===== src/rtl/age_scan_pkg.sv =====
package age_scan_pkg;

    typedef enum logic [3:0] {
        S_IDLE,
        S_PREP,
        S_PTR_RD,
        S_PTR_CHK,
        S_ST_RD,
        S_ST_CHK,
        S_TMO,
        S_TMO_WAIT,
        S_FINISH
    } scan_state_e;

    localparam logic [1:0] MODE_AAL5 = 2'b00;
    localparam logic [1:0] MODE_PTI  = 2'b01;
    localparam logic [1:0] MODE_CELL = 2'b10;
    localparam logic [1:0] MODE_RAW  = 2'b11;

    function automatic logic mode_ageable(input logic [1:0] m);
        return (m == MODE_AAL5) || (m == MODE_PTI);
    endfunction

endpackage


===== src/rtl/age_tick.sv =====
module age_tick #(
    parameter int TICK_W = 16
) (
    input  logic              clk,
    input  logic              rst_n,
    input  logic [TICK_W-1:0] interval,
    input  logic              take,
    output logic              pending
);
    localparam int EXT_W = TICK_W + 1;

    logic [TICK_W-1:0] cnt_q;
    logic              tick_pulse;

    assign tick_pulse = (EXT_W'(cnt_q) + EXT_W'(1)) >= EXT_W'(interval);

    always_ff @(posedge clk or negedge rst_n) begin
        if (!rst_n) begin
            cnt_q   <= '0;
            pending <= 1'b0;
        end else begin
            cnt_q <= tick_pulse ? '0 : cnt_q + 1'b1;
            if (tick_pulse)
                pending <= 1'b1;
            else if (take)
                pending <= 1'b0;
        end
    end

    // an expired interval always leaves a pending request behind
    a_r1_pending_set: assert property (@(posedge clk) disable iff (!rst_n)
        tick_pulse |=> pending);

endmodule


===== src/rtl/age_index.sv =====
module age_index #(
    parameter int PATH_W = 12,
    parameter int CHAN_W = 10,
    parameter int PASS_W = 16
) (
    input  logic              clk,
    input  logic              rst_n,
    input  logic              restart,
    input  logic              prep,
    input  logic              finish,
    input  logic              fin_adv,
    input  logic [PASS_W-1:0] pass_limit,
    output logic [PATH_W-1:0] path_idx,
    output logic [CHAN_W-1:0] chan_idx,
    output logic              halted,
    output logic              halt_now
);
    localparam logic [PATH_W-1:0] PATH_LAST = {PATH_W{1'b1}};

    logic [PASS_W-1:0] pass_cnt;
    logic              adv_q;
    logic              pass_wrap;

    assign pass_wrap = (pass_cnt == pass_limit);
    assign halt_now  = !pass_wrap && adv_q && (path_idx == PATH_LAST);

    always_ff @(posedge clk or negedge rst_n) begin
        if (!rst_n) begin
            path_idx <= '0;
            chan_idx <= '0;
            pass_cnt <= '0;
            adv_q    <= 1'b0;
            halted   <= 1'b0;
        end else if (restart) begin
            path_idx <= '0;
            chan_idx <= '0;
            pass_cnt <= '0;
            adv_q    <= 1'b0;
            halted   <= 1'b0;
        end else if (prep) begin
            if (pass_wrap) begin
                path_idx <= '0;
                chan_idx <= '0;
                pass_cnt <= '0;
                adv_q    <= 1'b0;
            end else if (adv_q) begin
                if (path_idx == PATH_LAST) begin
                    halted <= 1'b1;
                end else begin
                    path_idx <= path_idx + 1'b1;
                    chan_idx <= '0;
                    adv_q    <= 1'b0;
                end
            end
        end else if (finish) begin
            pass_cnt <= pass_cnt + 1'b1;
            chan_idx <= chan_idx + 1'b1;
            if (fin_adv)
                adv_q <= 1'b1;
        end
    end

    // restart zeroes the sweep position and leaves the halted state
    a_r12_restart_clears: assert property (@(posedge clk) disable iff (!rst_n)
        restart |=> (path_idx == '0) && (chan_idx == '0) && !halted);

    // a step starting at the pass limit begins a new sweep
    a_r10_pass_wrap: assert property (@(posedge clk) disable iff (!rst_n)
        (prep && !restart && pass_wrap) |=> (path_idx == '0) && (chan_idx == '0));

endmodule


===== src/rtl/age_entry_eval.sv =====
module age_entry_eval
    import age_scan_pkg::*;
#(
    parameter int CNT_W = 8
) (
    input  logic             active,
    input  logic             wait_eop,
    input  logic [1:0]       mode,
    input  logic [CNT_W-1:0] count,
    input  logic [CNT_W-1:0] limit,
    output logic             qualify,
    output logic [CNT_W-1:0] next_count,
    output logic             hit
);
    assign qualify    = active && !wait_eop && mode_ageable(mode);
    assign next_count = count + 1'b1;
    assign hit        = (next_count == limit);
endmodule


===== src/rtl/chan_age_scan.sv =====
module chan_age_scan
    import age_scan_pkg::*;
#(
    parameter int PATH_W = 12,
    parameter int CHAN_W = 10,
    parameter int ADDR_W = 16,
    parameter int CNT_W  = 8,
    parameter int TICK_W = 16,
    parameter int PASS_W = 16
) (
    input  logic              clk,
    input  logic              rst_n,
    input  logic [TICK_W-1:0] tick_interval,
    input  logic [PASS_W-1:0] pass_limit,
    input  logic              age_restart,
    input  logic              cell_ready,
    output logic              cell_go,
    output logic              ptr_rd_en,
    output logic [PATH_W-1:0] ptr_rd_addr,
    input  logic              ptr_enable,
    input  logic [ADDR_W-1:0] ptr_base,
    input  logic [CHAN_W-1:0] ptr_max_chan,
    output logic              st_rd_en,
    output logic [ADDR_W-1:0] st_addr,
    input  logic              st_active,
    input  logic              st_wait_eop,
    input  logic [1:0]        st_mode,
    input  logic [CNT_W-1:0]  st_count,
    input  logic [CNT_W-1:0]  st_limit,
    output logic              st_wr_en,
    output logic [CNT_W-1:0]  st_wr_count,
    output logic              tmo_valid,
    output logic [ADDR_W-1:0] tmo_addr,
    input  logic              tmo_ack
);
    localparam int CHAN_PAD = ADDR_W - CHAN_W;

    scan_state_e       state, nxt;
    logic              pending, halted, halt_now, start;
    logic              qualify, hit;
    logic [CNT_W-1:0]  next_count;
    logic [PATH_W-1:0] path_idx;
    logic [CHAN_W-1:0] chan_idx;
    logic [ADDR_W-1:0] addr_q;
    logic              fin_adv_q;

    assign start = pending && cell_ready && !halted;

    age_tick #(.TICK_W(TICK_W)) u_tick (
        .clk      (clk),
        .rst_n    (rst_n),
        .interval (tick_interval),
        .take     ((state == S_IDLE) && start),
        .pending  (pending)
    );

    age_index #(.PATH_W(PATH_W), .CHAN_W(CHAN_W), .PASS_W(PASS_W)) u_index (
        .clk        (clk),
        .rst_n      (rst_n),
        .restart    (age_restart),
        .prep       (state == S_PREP),
        .finish     (state == S_FINISH),
        .fin_adv    (fin_adv_q),
        .pass_limit (pass_limit),
        .path_idx   (path_idx),
        .chan_idx   (chan_idx),
        .halted     (halted),
        .halt_now   (halt_now)
    );

    age_entry_eval #(.CNT_W(CNT_W)) u_eval (
        .active     (st_active),
        .wait_eop   (st_wait_eop),
        .mode       (st_mode),
        .count      (st_count),
        .limit      (st_limit),
        .qualify    (qualify),
        .next_count (next_count),
        .hit        (hit)
    );

    // State register
    always_ff @(posedge clk or negedge rst_n) begin
        if (!rst_n) state <= S_IDLE;
        else        state <= nxt;
    end

    // Address and advance capture from the pointer entry
    always_ff @(posedge clk or negedge rst_n) begin
        if (!rst_n) begin
            addr_q    <= '0;
            fin_adv_q <= 1'b0;
        end else if (state == S_PTR_CHK) begin
            addr_q    <= ptr_base + {{CHAN_PAD{1'b0}}, chan_idx};
            fin_adv_q <= !ptr_enable || (chan_idx >= ptr_max_chan);
        end
    end

    // Next state
    always_comb begin
        nxt = state;
        unique case (state)
            S_IDLE:     if (start) nxt = S_PREP;
            S_PREP:     nxt = halt_now ? S_IDLE : S_PTR_RD;
            S_PTR_RD:   nxt = S_PTR_CHK;
            S_PTR_CHK:  nxt = ptr_enable ? S_ST_RD : S_FINISH;
            S_ST_RD:    nxt = S_ST_CHK;
            S_ST_CHK:   nxt = (qualify && hit) ? S_TMO : S_FINISH;
            S_TMO:      nxt = S_TMO_WAIT;
            S_TMO_WAIT: if (tmo_ack) nxt = S_FINISH;
            S_FINISH:   nxt = S_IDLE;
            default:    nxt = S_IDLE;
        endcase
    end

    // Outputs
    always_comb begin
        cell_go     = (state == S_IDLE) && !(pending && !halted);
        ptr_rd_en   = (state == S_PTR_RD);
        ptr_rd_addr = path_idx;
        st_rd_en    = (state == S_ST_RD);
        st_addr     = addr_q;
        st_wr_en    = (state == S_ST_CHK) && qualify;
        st_wr_count = next_count;
        tmo_valid   = (state == S_TMO);
        tmo_addr    = addr_q;
    end

    // timeout request lasts a single cycle
    a_r8_tmo_one_cycle: assert property (@(posedge clk) disable iff (!rst_n)
        tmo_valid |=> !tmo_valid);

    // a pending request holds back the cell processor
    a_r2_go_blocked: assert property (@(posedge clk) disable iff (!rst_n)
        (pending && !halted) |-> !cell_go);

    // one pointer read per step
    a_r3_single_ptr_read: assert property (@(posedge clk) disable iff (!rst_n)
        ptr_rd_en |=> !ptr_rd_en);

    // a disabled pointer entry causes no state access
    a_r4_disabled_no_state: assert property (@(posedge clk) disable iff (!rst_n)
        ((state == S_PTR_CHK) && !ptr_enable) |=> (!st_rd_en && !st_wr_en));

    // a halted scanner touches neither table
    a_r11_halted_quiet: assert property (@(posedge clk) disable iff (!rst_n)
        halted |-> (!ptr_rd_en && !st_rd_en && !st_wr_en));

endmodule


===== config.mk =====
export PLATFORM = sky130hd
export DESIGN_NAME = chan_age_scan
export DESIGN_NICKNAME = d
export VERILOG_FILES = /design/src/rtl/age_scan_pkg.sv /design/src/rtl/age_tick.sv /design/src/rtl/age_index.sv /design/src/rtl/age_entry_eval.sv /design/src/rtl/chan_age_scan.sv
export SDC_FILE = /design/constraint.sdc
export NUM_CORES = 1
export LEC_CHECK = 0
export BUFFER_PORTS_ARGS = -buffer_cell sky130_fd_sc_hd__buf_2
export CAP_MARGIN = 25
export CORE_MARGIN = 10
export CORE_UTILIZATION = 55
export CTS_CLUSTER_SIZE = 10
export DETAILED_ROUTE_END_ITERATION = 7
export HOLD_SLACK_MARGIN = 0.12
export PLACE_DENSITY = 0.82
export SYNTH_ARGS = -nofsm -noshare
export SYNTH_HDL_FRONTEND = slang
export SYNTH_HIERARCHICAL = 1
export SYNTH_SLANG_ARGS = --single-unit

===== constraint.sdc =====
create_clock -name clk -period 3.1 [get_ports clk]
set_clock_uncertainty 0.1 [all_clocks]
set_input_delay 0.31 -clock clk [delete_from_list [all_inputs] [get_ports clk]]
set_output_delay 0.31 -clock clk [all_outputs]
set_load 0.01 [all_outputs]

Word-level counts from Yosys, hierarchy flattened
Cells that the tools add are included.
{"block": "totals", "input_bits": 84, "regBits": 78, "output_inout_bits": 57}
{"block": "classes", "addsub": 7, "reduce_logical": 33, "muxes": 36, "eq_ne": 19, "n_lt_le_gt_ge": 2}
{"cell": "two-way mux 16 bit", "n": 5}
{"cell": "two-way mux 10 bit", "n": 6}
{"cell": "two-way mux 12 bit", "n": 5}
{"cell": "adder 16 x 1 -> 16 bit, second input constant", "n": 2}
{"cell": "case mux 4 bit (8 select lines)", "n": 1}
{"cell": "adder 16 x 1 -> 17 bit, second input constant", "n": 1}
{"cell": "greater-or-equal comparator 17 x 16 -> 1 bit", "n": 1}
{"cell": "adder 16 x 10 -> 16 bit", "n": 1}
{"cell": "equality test 16 bit", "n": 1}
{"cell": "equality test 4 x 3 -> 1 bit, second input constant", "n": 4}
{"cell": "two-way mux 4 bit", "n": 4}
{"cell": "two-way mux 1 bit", "n": 14}
{"cell": "adder 12 x 1 -> 12 bit, second input constant", "n": 1}
{"cell": "equality test 12 bit, second input constant", "n": 1}
{"cell": "logical AND 1 bit", "n": 11}
{"cell": "adder 10 x 1 -> 10 bit, second input constant", "n": 1}
{"cell": "greater-or-equal comparator 10 bit", "n": 1}
{"cell": "nonzero test 3 bit", "n": 3}
{"cell": "adder 8 x 1 -> 8 bit, second input constant", "n": 1}
{"cell": "equality test 4 x 2 -> 1 bit, second input constant", "n": 2}
{"cell": "equality test 8 bit", "n": 1}
{"cell": "inequality test 4 bit, second input constant", "n": 2}
{"cell": "nonzero test 2 bit", "n": 4}
{"cell": "inequality test 2 bit, second input constant", "n": 3}
{"cell": "other kinds (13)", "n": 21}

Longest topological paths before layout
Gate-level depths: netlist of the first run.
{"block": "depth", "word_depth": 6, "mapped_depth": 12, "depth_no_buf": 11}

Modules after synthesis
The synthesis of the first run kept the hierarchy.
{"module": "age_index", "area_per_inst_um2": 2613.8, "instances": 1, "cells_per_inst": 287}
{"module": "chan_age_scan", "area_per_inst_um2": 1780.5, "instances": 1, "cells_per_inst": 206}
{"module": "age_tick", "area_per_inst_um2": 1236.2, "instances": 1, "cells_per_inst": 131}
{"module": "age_entry_eval", "area_per_inst_um2": 300.3, "instances": 1, "cells_per_inst": 42}

Least setup slack after synthesis of the first run
Ideal clock, no wire load.
{"block": "synth_timing", "path_type": "register to register", "from": "reg u_tick.cnt_q[0]", "to": "reg u_tick.pending", "arrival_ns": 2.429, "setup_slack_ns": 0.453, "t_required_ns": 2.882, "path_buffers": 1, "stages_incl_launch_ff": 13, "synth_period_minus_slack_ns": 2.647, "cell_sequence": "dfrtp_1 > ha_1 > nand4_1 > nor2_1 > and3_1 > xor2_1 > ha_1 > a21oi_1 > nor2_1 > o31ai_1 > o211ai_2 > buf_6 > a21o_1"}
{"block": "synth_between", "elab_chain_len": 3, "elab_cells_between_ends": 4, "classes_between": "add/sub: 1; order compare: 1; mux: 1; reduce/logical: 1"}
{"item": "start, declared", "line": "age_tick.sv:12", "text": "logic [TICK_W-1:0] cnt_q;"}
{"item": "start signal, assigned", "line": "age_tick.sv:22", "text": "cnt_q <= tick_pulse ? '0 : cnt_q + 1'b1;"}
{"item": "adder 16 x 1 -> 17 bit (*)", "line": "age_tick.sv:15", "text": "assign tick_pulse = (EXT_W'(cnt_q) + EXT_W'(1)) >= EXT_W'(interval);"}
{"item": "greater-or-equal comparator 17 x 16 -> 1 bit (*)", "line": "age_tick.sv:15"}
{"item": "two-way mux 1 bit or nonzero test 2 bit (tied branches)"}
{"item": "end signal, assigned", "line": "age_tick.sv:20", "text": "pending <= 1'b0;"}
{"item": "end signal, assigned", "line": "age_tick.sv:24", "text": "pending <= 1'b1;"}
{"item": "end signal, assigned", "line": "age_tick.sv:26", "text": "pending <= 1'b0;"}
{"item": "end, declared", "line": "age_tick.sv:8", "text": "output logic pending"}
Mark *: on every way between the ends. The rest lies on a longest branch, timed or not.
A chain may end at the register's enable or synchronous reset.

Worst setup path after layout of the first run
{"block": "layout_timing", "from": "reg u_tick.cnt_q[1]", "to": "reg u_tick.pending"}
The elaborated chain is that of the path after synthesis.

==> results of run 1 <==
stage by stage:
stage	instances	power (mW)	TNS (ns)	setup WS, ns
floorplan	666	2.36	0	0.453
global placement	914	2.71	0	0.217
detailed placement	914	2.76	0	0.0414
CTS	933	3.62	0	0.0178
global route	936	3.86	-0.719	-0.0888
finish	936	3.62	0	0.0335
routing by layer:
layer	up-vias	GRT usage, %
met2	229	35.0
met3	27	4.34
met5	-	0
met1	2675	24.9
li1	2640	-
met4	0	7.28
tightest hold or removal path: cells and delay by family:
| family | cells | cell delay, ns |
|---|---|---|
| buffers and inverters | 1 | 0.08 |
| XOR/XNOR | 1 | 0.06 |
| AO/OA/AOI/OAI | 1 | 0.10 |
area by class of cell:
class                   count  area [um2]
multi-input cells         508        3600
fillers                   810        3460
flip-flops and latches     78        1950
repair buffers            156         853
clock buffers              14         183
well taps                 136         170
inverters                  42         158
clock inverters             2        37.5
logic make-up (layout without fill, tap and decap cells):
logic type	after synthesis	after routing	synth area share, %
DFF	78	78	32.9
muxes	1	1	0.169
AOI/OAI and AO/OA	132	132	16.1
buffers and inverters	80	214	6.67
xor gates and xnor gates	66	66	10.0
adders and majority gates	42	42	8.99
and+or+nand+nor	267	267	25.2
power by group:
part	leakage [nW]	total (mW)	switching [mW]	internal (mW)
clock	0.109	0.848	0.387	0.461
combinational	2.36	1.36	0.812	0.549
sequential	1.04	1.41	0.205	1.21
timing repair:
item                       4_1_cts  5_1_grt
setup endpoints to repair        0       16
hold buffers                     3        0
resized for setup                0        4
setup buffers                    0        2
hold endpoints to repair        80        0
path summary, 6_finish.rpt:
path,to,depth (start not counted)
max reg2reg,u_tick/pending,12
max,u_tick/pending,12
min reg2reg,st_addr[12],2
max in group asynchronous,u_index/path_idx[4],3
min,st_addr[15],3
min in group asynchronous,u_tick/cnt_q[12],2
synthesized netlist by cell type, types with 3 or more instances:
cell,number
a211o_1,3
a211oi_1,4
a21o_1,10
a21oi_1,20
a21oi_2,4
a31o_2,3
a31oi_1,16
and2_1,4
and2b_1,6
and3_1,11
and3_2,4
and4_1,6
buf_2,9
buf_4,16
buf_6,3
clkbuf_1,9
dfrtp_1,78
ha_1,41
inv_1,42
nand2_1,77
nand2b_1,4
nand3_1,30
nand4_1,19
nor2_1,34
nor2b_1,12
nor3_1,14
nor4_1,10
nor4_2,3
o211ai_1,5
o21ai_0,13
o21ai_1,20
o311ai_1,3
o32ai_1,4
or2_2,3
or3_1,10
xnor2_1,26
xor2_1,39
sequential cells by signal, summed over array words and instances, names as in the netlist:
signal            count
u_index/adv_q         1
u_tick/pending        1
fin_adv_q             1
u_index/halted        1
u_index/path_idx     12
st_addr              16
u_index/pass_cnt     16
state                 4
u_index/chan_idx     10
u_tick/cnt_q         16
==> flow_metrics.env, run 1 <==
export IMPL_grtUsageTotal_pct=20.5
export IMPL_fin_nets=921
export IMPL_start_kind="flop"
export IMPL_synthTopCellsByArea="dfrtp_1, ha_1, xor2_1, nand2_1, xnor2_1"
export IMPL_fin_area_mm2=0.00696
export IMPL_htreeDepth=3
export IMPL_fmax_mhz=326
export IMPL_syn_mean_instance_area_um2=8.90
export IMPL_setup_viol=0
export IMPL_layout_common_cells="buf_2, dfrtp_1, nand2_1"
export IMPL_top_layer_used="met4"
export IMPL_cts_tree="built"
export IMPL_drive_gt1_share_pct=26.9
export IMPL_yosys_area_top_type_share_pct=32.9
export IMPL_drc_errors=0
export IMPL_outcome="finished clean"
export IMPL_wl_per_cell_um=17.1
export IMPL_max_stage_delay_ns=0.39
export IMPL_viasPerCell=5.95
export IMPL_die_h_um=124
export IMPL_hold_ws_ns=0.132
export IMPL_die_w_um=124
export IMPL_critPathTopFamily="compound AO/OA/AOI/OAI gates"
export IMPL_ys_warn_count=6
export IMPL_cp_end_kind="flop"
export IMPL_startpoint="u_tick/cnt_q[1]"
export IMPL_min_delay_start="ptr_base[15]"
export IMPL_grt_pass1_wl_um=25900
export IMPL_core_area_mm2=0.0104
export IMPL_path_cells="ha_1 -> nand4_1 -> buf_4 -> nor2_1 -> xor2_1 -> ha_1 -> nand4_1 -> nor3_1 -> a2111oi_2 -> o211ai_2 -> buf_4 -> a21o_1"
export IMPL_clock_sinks=78
export IMPL_synth_area_leader_cell="dfrtp_1"
export IMPL_syn_nets=792
export IMPL_first_iter_violations=462
export IMPL_grt_start_max_net_pins=79
export IMPL_clk_pin_slew_ns=0.08
export IMPL_postPlaceCellArea_mm2=0.00664
export IMPL_maxCapViolCount=0
export IMPL_dp_hpwl_um=11900
export IMPL_grt_overflow=0
export IMPL_antenna_found_initial=0
export IMPL_antenna_left=0
export IMPL_rr_startpoint="u_tick/cnt_q[1]"
export IMPL_gp_congestion=0.885
export IMPL_ios=141
export IMPL_dr_pass1_iters=7
export IMPL_relSlewSlack_pct=50.5
export IMPL_path_buf_inv=2
export IMPL_port_buffers=139
export IMPL_area_growth_pct=17.3
export IMPL_crit_required_ns=3.25
export IMPL_die_area_mm2=0.0153
export IMPL_rows=37
export IMPL_holdCritPathClass="input pin to flop"
export IMPL_critPathArrivalTime_ns=3.22
export IMPL_cts_buffers=9
export IMPL_synth_cell_area_mm2=0.00593
export IMPL_ys_flop_type="dfrtp_1"
export IMPL_routed_wl_um=16000
export IMPL_synth_edf_count=0
export IMPL_synth_seq_area_share_pct=32.9
export IMPL_grt_pass1_vias=5549
export IMPL_clock_latency_ns=0.36
export IMPL_async_reset_ff_share_pct=100
export IMPL_diodes=0
export IMPL_crit_slowest_cell="dfrtp_1"
export IMPL_wl_met3_um=1200
export IMPL_r2r_slack_ns=0.03
export IMPL_dr_total_vias=5571
export IMPL_cts_root_buf="clkbuf_8"
export IMPL_final_max_slew_viol_count=0
export IMPL_hold_viol=0
export IMPL_crit_type="flop to flop"
export IMPL_mostFrequentLayoutCell="buf_2"
export IMPL_wl_met2_um=7930
export IMPL_utilization_pct=66.8
export IMPL_critPathMaxFanout=5
export IMPL_ys_ff_latch=78
export IMPL_start_util_pct=56.9
export IMPL_clock_path_buffers=2
export IMPL_vdd_drop_max_v=0.000426
export IMPL_ys_types=78
export IMPL_p_leak_nw=3.51
export IMPL_finalCritPeriodShare_pct=98.9
export IMPL_synthCells=666
export IMPL_met1Wirelength_um=6580
export IMPL_tightest_slew_ns=0.740
export IMPL_period_minus_slack_ns=3.07
export IMPL_powerDensity_mw_per_mm2=520
Note: power is estimated with default switching activity, not from simulation.
==> inputs of run 2 (changes only) <==
--- a/config.mk
+++ b/config.mk
@@ -13,6 +13,7 @@
 export DETAILED_ROUTE_END_ITERATION = 7
 export HOLD_SLACK_MARGIN = 0.12
 export PLACE_DENSITY = 0.82
+export RECOVER_POWER = 100
 export SYNTH_ARGS = -nofsm -noshare
 export SYNTH_HDL_FRONTEND = slang
 export SYNTH_HIERARCHICAL = 1
==> flow_metrics.env, run 2 (synthesis results as in run 1) <==
export IMPL_outcome="finished with violations"
export IMPL_violations="max-capacitance violations, max-slew violations"
export IMPL_grt_overflow=0
export IMPL_cp_end_kind="flop"
export IMPL_relSlewSlack_pct=-20.2
export IMPL_rr_worst_depth=12
export IMPL_area_growth_pct=14.5
export IMPL_ios=141
export IMPL_die_w_um=124
export IMPL_routed_wl_um=16100
export IMPL_period_minus_slack_ns=3.08
export IMPL_maxCapViolCount=1
export IMPL_mostFrequentLayoutCell="buf_2"
export IMPL_pwr_share_seq_pct=40.1
export IMPL_clock_latency_ns=0.36
export IMPL_fmax_mhz=325
export IMPL_holdCritPathClass="input pin to flop"
export IMPL_tightest_slew_ns=1.80
export IMPL_p_total_mw=3.54
export IMPL_dr_pass1_iters=5
export IMPL_core_area_mm2=0.0104
export IMPL_start_util_pct=56.9
export IMPL_p_leak_nw=3.27
export IMPL_first_iter_violations=509
export IMPL_port_buffers=139
export IMPL_clock_sinks=78
export IMPL_diodes=0
export IMPL_rows=37
export IMPL_setup_viol=0
export IMPL_clockPowerShare_pct=24.0
export IMPL_utilization_pct=65.2
export IMPL_antenna_left=0
export IMPL_clock_path_buffers=2
export IMPL_crit_type="flop to flop"
export IMPL_clk_pin_slew_ns=0.08
export IMPL_rr_startpoint="u_tick/cnt_q[1]"
export IMPL_hold_ws_ns=0.131
export IMPL_cts_buffers=9
export IMPL_htreeDepth=3
export IMPL_final_max_slew_viol_count=73
export IMPL_powerDensity_mw_per_mm2=520
export IMPL_swShare_pct=39.8
export IMPL_die_area_mm2=0.0153
export IMPL_start_kind="flop"
export IMPL_min_delay_start="ptr_base[15]"
export IMPL_grt_pass1_vias=5549
export IMPL_crit_required_ns=3.25
export IMPL_fin_nets=921
export IMPL_dpl_cell_count=914
export IMPL_grtUsageTotal_pct=20.5
export IMPL_switchingPower_mw=1.41
export IMPL_drive_gt1_share_pct=18.5
export IMPL_grt_start_max_net_pins=79
export IMPL_antenna_found_initial=0
export IMPL_crit_slowest_cell="dfrtp_1"
export IMPL_max_stage_delay_ns=0.40
export IMPL_cts_root_buf="clkbuf_8"
export IMPL_viasPerCell=5.93
export IMPL_critPathArrivalTime_ns=3.23
export IMPL_vdd_drop_max_v=0.000394
export IMPL_dp_hpwl_um=11900
export IMPL_path_buf_inv=2
export IMPL_critPathMaxFanout=5
export IMPL_combPwrFrac_pct=35.9
export IMPL_cts_tree="built"
export IMPL_grt_pass1_wl_um=25900
export IMPL_wl_per_cell_um=17.2
export IMPL_finalCritPeriodShare_pct=99.2
export IMPL_gp_congestion=0.885
export IMPL_worstHoldPathCells=3
export IMPL_nFillCells=869
export IMPL_die_h_um=124
export IMPL_internal_power_mw=2.13
export IMPL_r2r_slack_ns=0.02
export IMPL_r2r_end="u_tick/pending"
export IMPL_hold_viol=0
export IMPL_drc_errors=0
export IMPL_path_cells="ha_1 -> nand4_1 -> buf_4 -> nor2_1 -> xor2_1 -> ha_1 -> nand4_1 -> nor3_1 -> a2111oi_2 -> o211ai_2 -> buf_4 -> a21o_1"
export IMPL_fin_cells=936
export IMPL_holdPathEnd="st_addr[15]"
export IMPL_dr_total_vias=5549
export IMPL_layout_common_cells="buf_2, dfrtp_1, nand2_1"
export IMPL_critPathTopFamily="compound AO/OA/AOI/OAI gates"
[run 2: layer usage]
metal / part of all wire, % / global-route usage (%)
met3: 7.4 / 4.34
met2: 49 / 35.0
met1: 42 / 24.9
met5: 0 / 0
met4: 2.0 / 7.28
[run 2: metrics by stage]
step	cell area (um2)	setup TNS, ns	setup WS, ns
floorplan	5930	0	0.453
global route	6790	-0.719	-0.0888
CTS	6890	0	0.0178
detailed placement	6640	0	0.0414
finish	6790	0	0.0238
global placement	6640	0	0.217
[run 2: worst min-delay path, stage by stage]
cell     delay (ns)
buf_2          0.08
xor2_1         0.06
o21ai_1        0.10
[run 2: timing repair]
| action | in CTS | in global routing |
|---|---|---|
| setup buffers | 0 | 2 |
| hold endpoints to repair | 80 | 0 |
| gates resized for setup | 0 | 4 |
| hold buffers | 3 | 0 |
| endpoints found under the setup margin | 0 | 16 |
[run 2: final cells by class]
type                       instances  area, um2  area share, %
multi-input combinational        508       3550           52.2
clock inverter                     2       37.5          0.553
inverter                          42        158           2.32
sequential                        78       1950           28.7
tap                              136        170           2.51
clock buffer                      14        183           2.69
timing repair buffer             156        746           11.0
[run 2: worst max path at each step]
stage | endpoint | startpoint | cells after the start | slack (ns)
floorplan | u_tick/pending | u_tick/cnt_q[0] | 12 | 0.45
global route | u_tick/pending | u_tick/cnt_q[1] | 12 | -0.09
detailed placement | u_tick/cnt_q[2] | u_tick/cnt_q[1] | 12 | 0.04
CTS | u_tick/cnt_q[3] | u_tick/cnt_q[1] | 12 | 0.02
finish | u_tick/pending | u_tick/cnt_q[1] | 12 | 0.02
global placement | u_tick/pending | u_tick/cnt_q[1] | 12 | 0.22
[run 2: power by group through the flow]
stage / combinational, mW / sequential, mW / clock, mW
floorplan: 0.945 / 1.42 / 0
detailed placement: 1.34 / 1.42 / 0
global route: 1.42 / 1.45 / 0.910
finish: 1.27 / 1.42 / 0.849
global placement: 1.31 / 1.40 / 0
CTS: 1.36 / 1.40 / 0.859
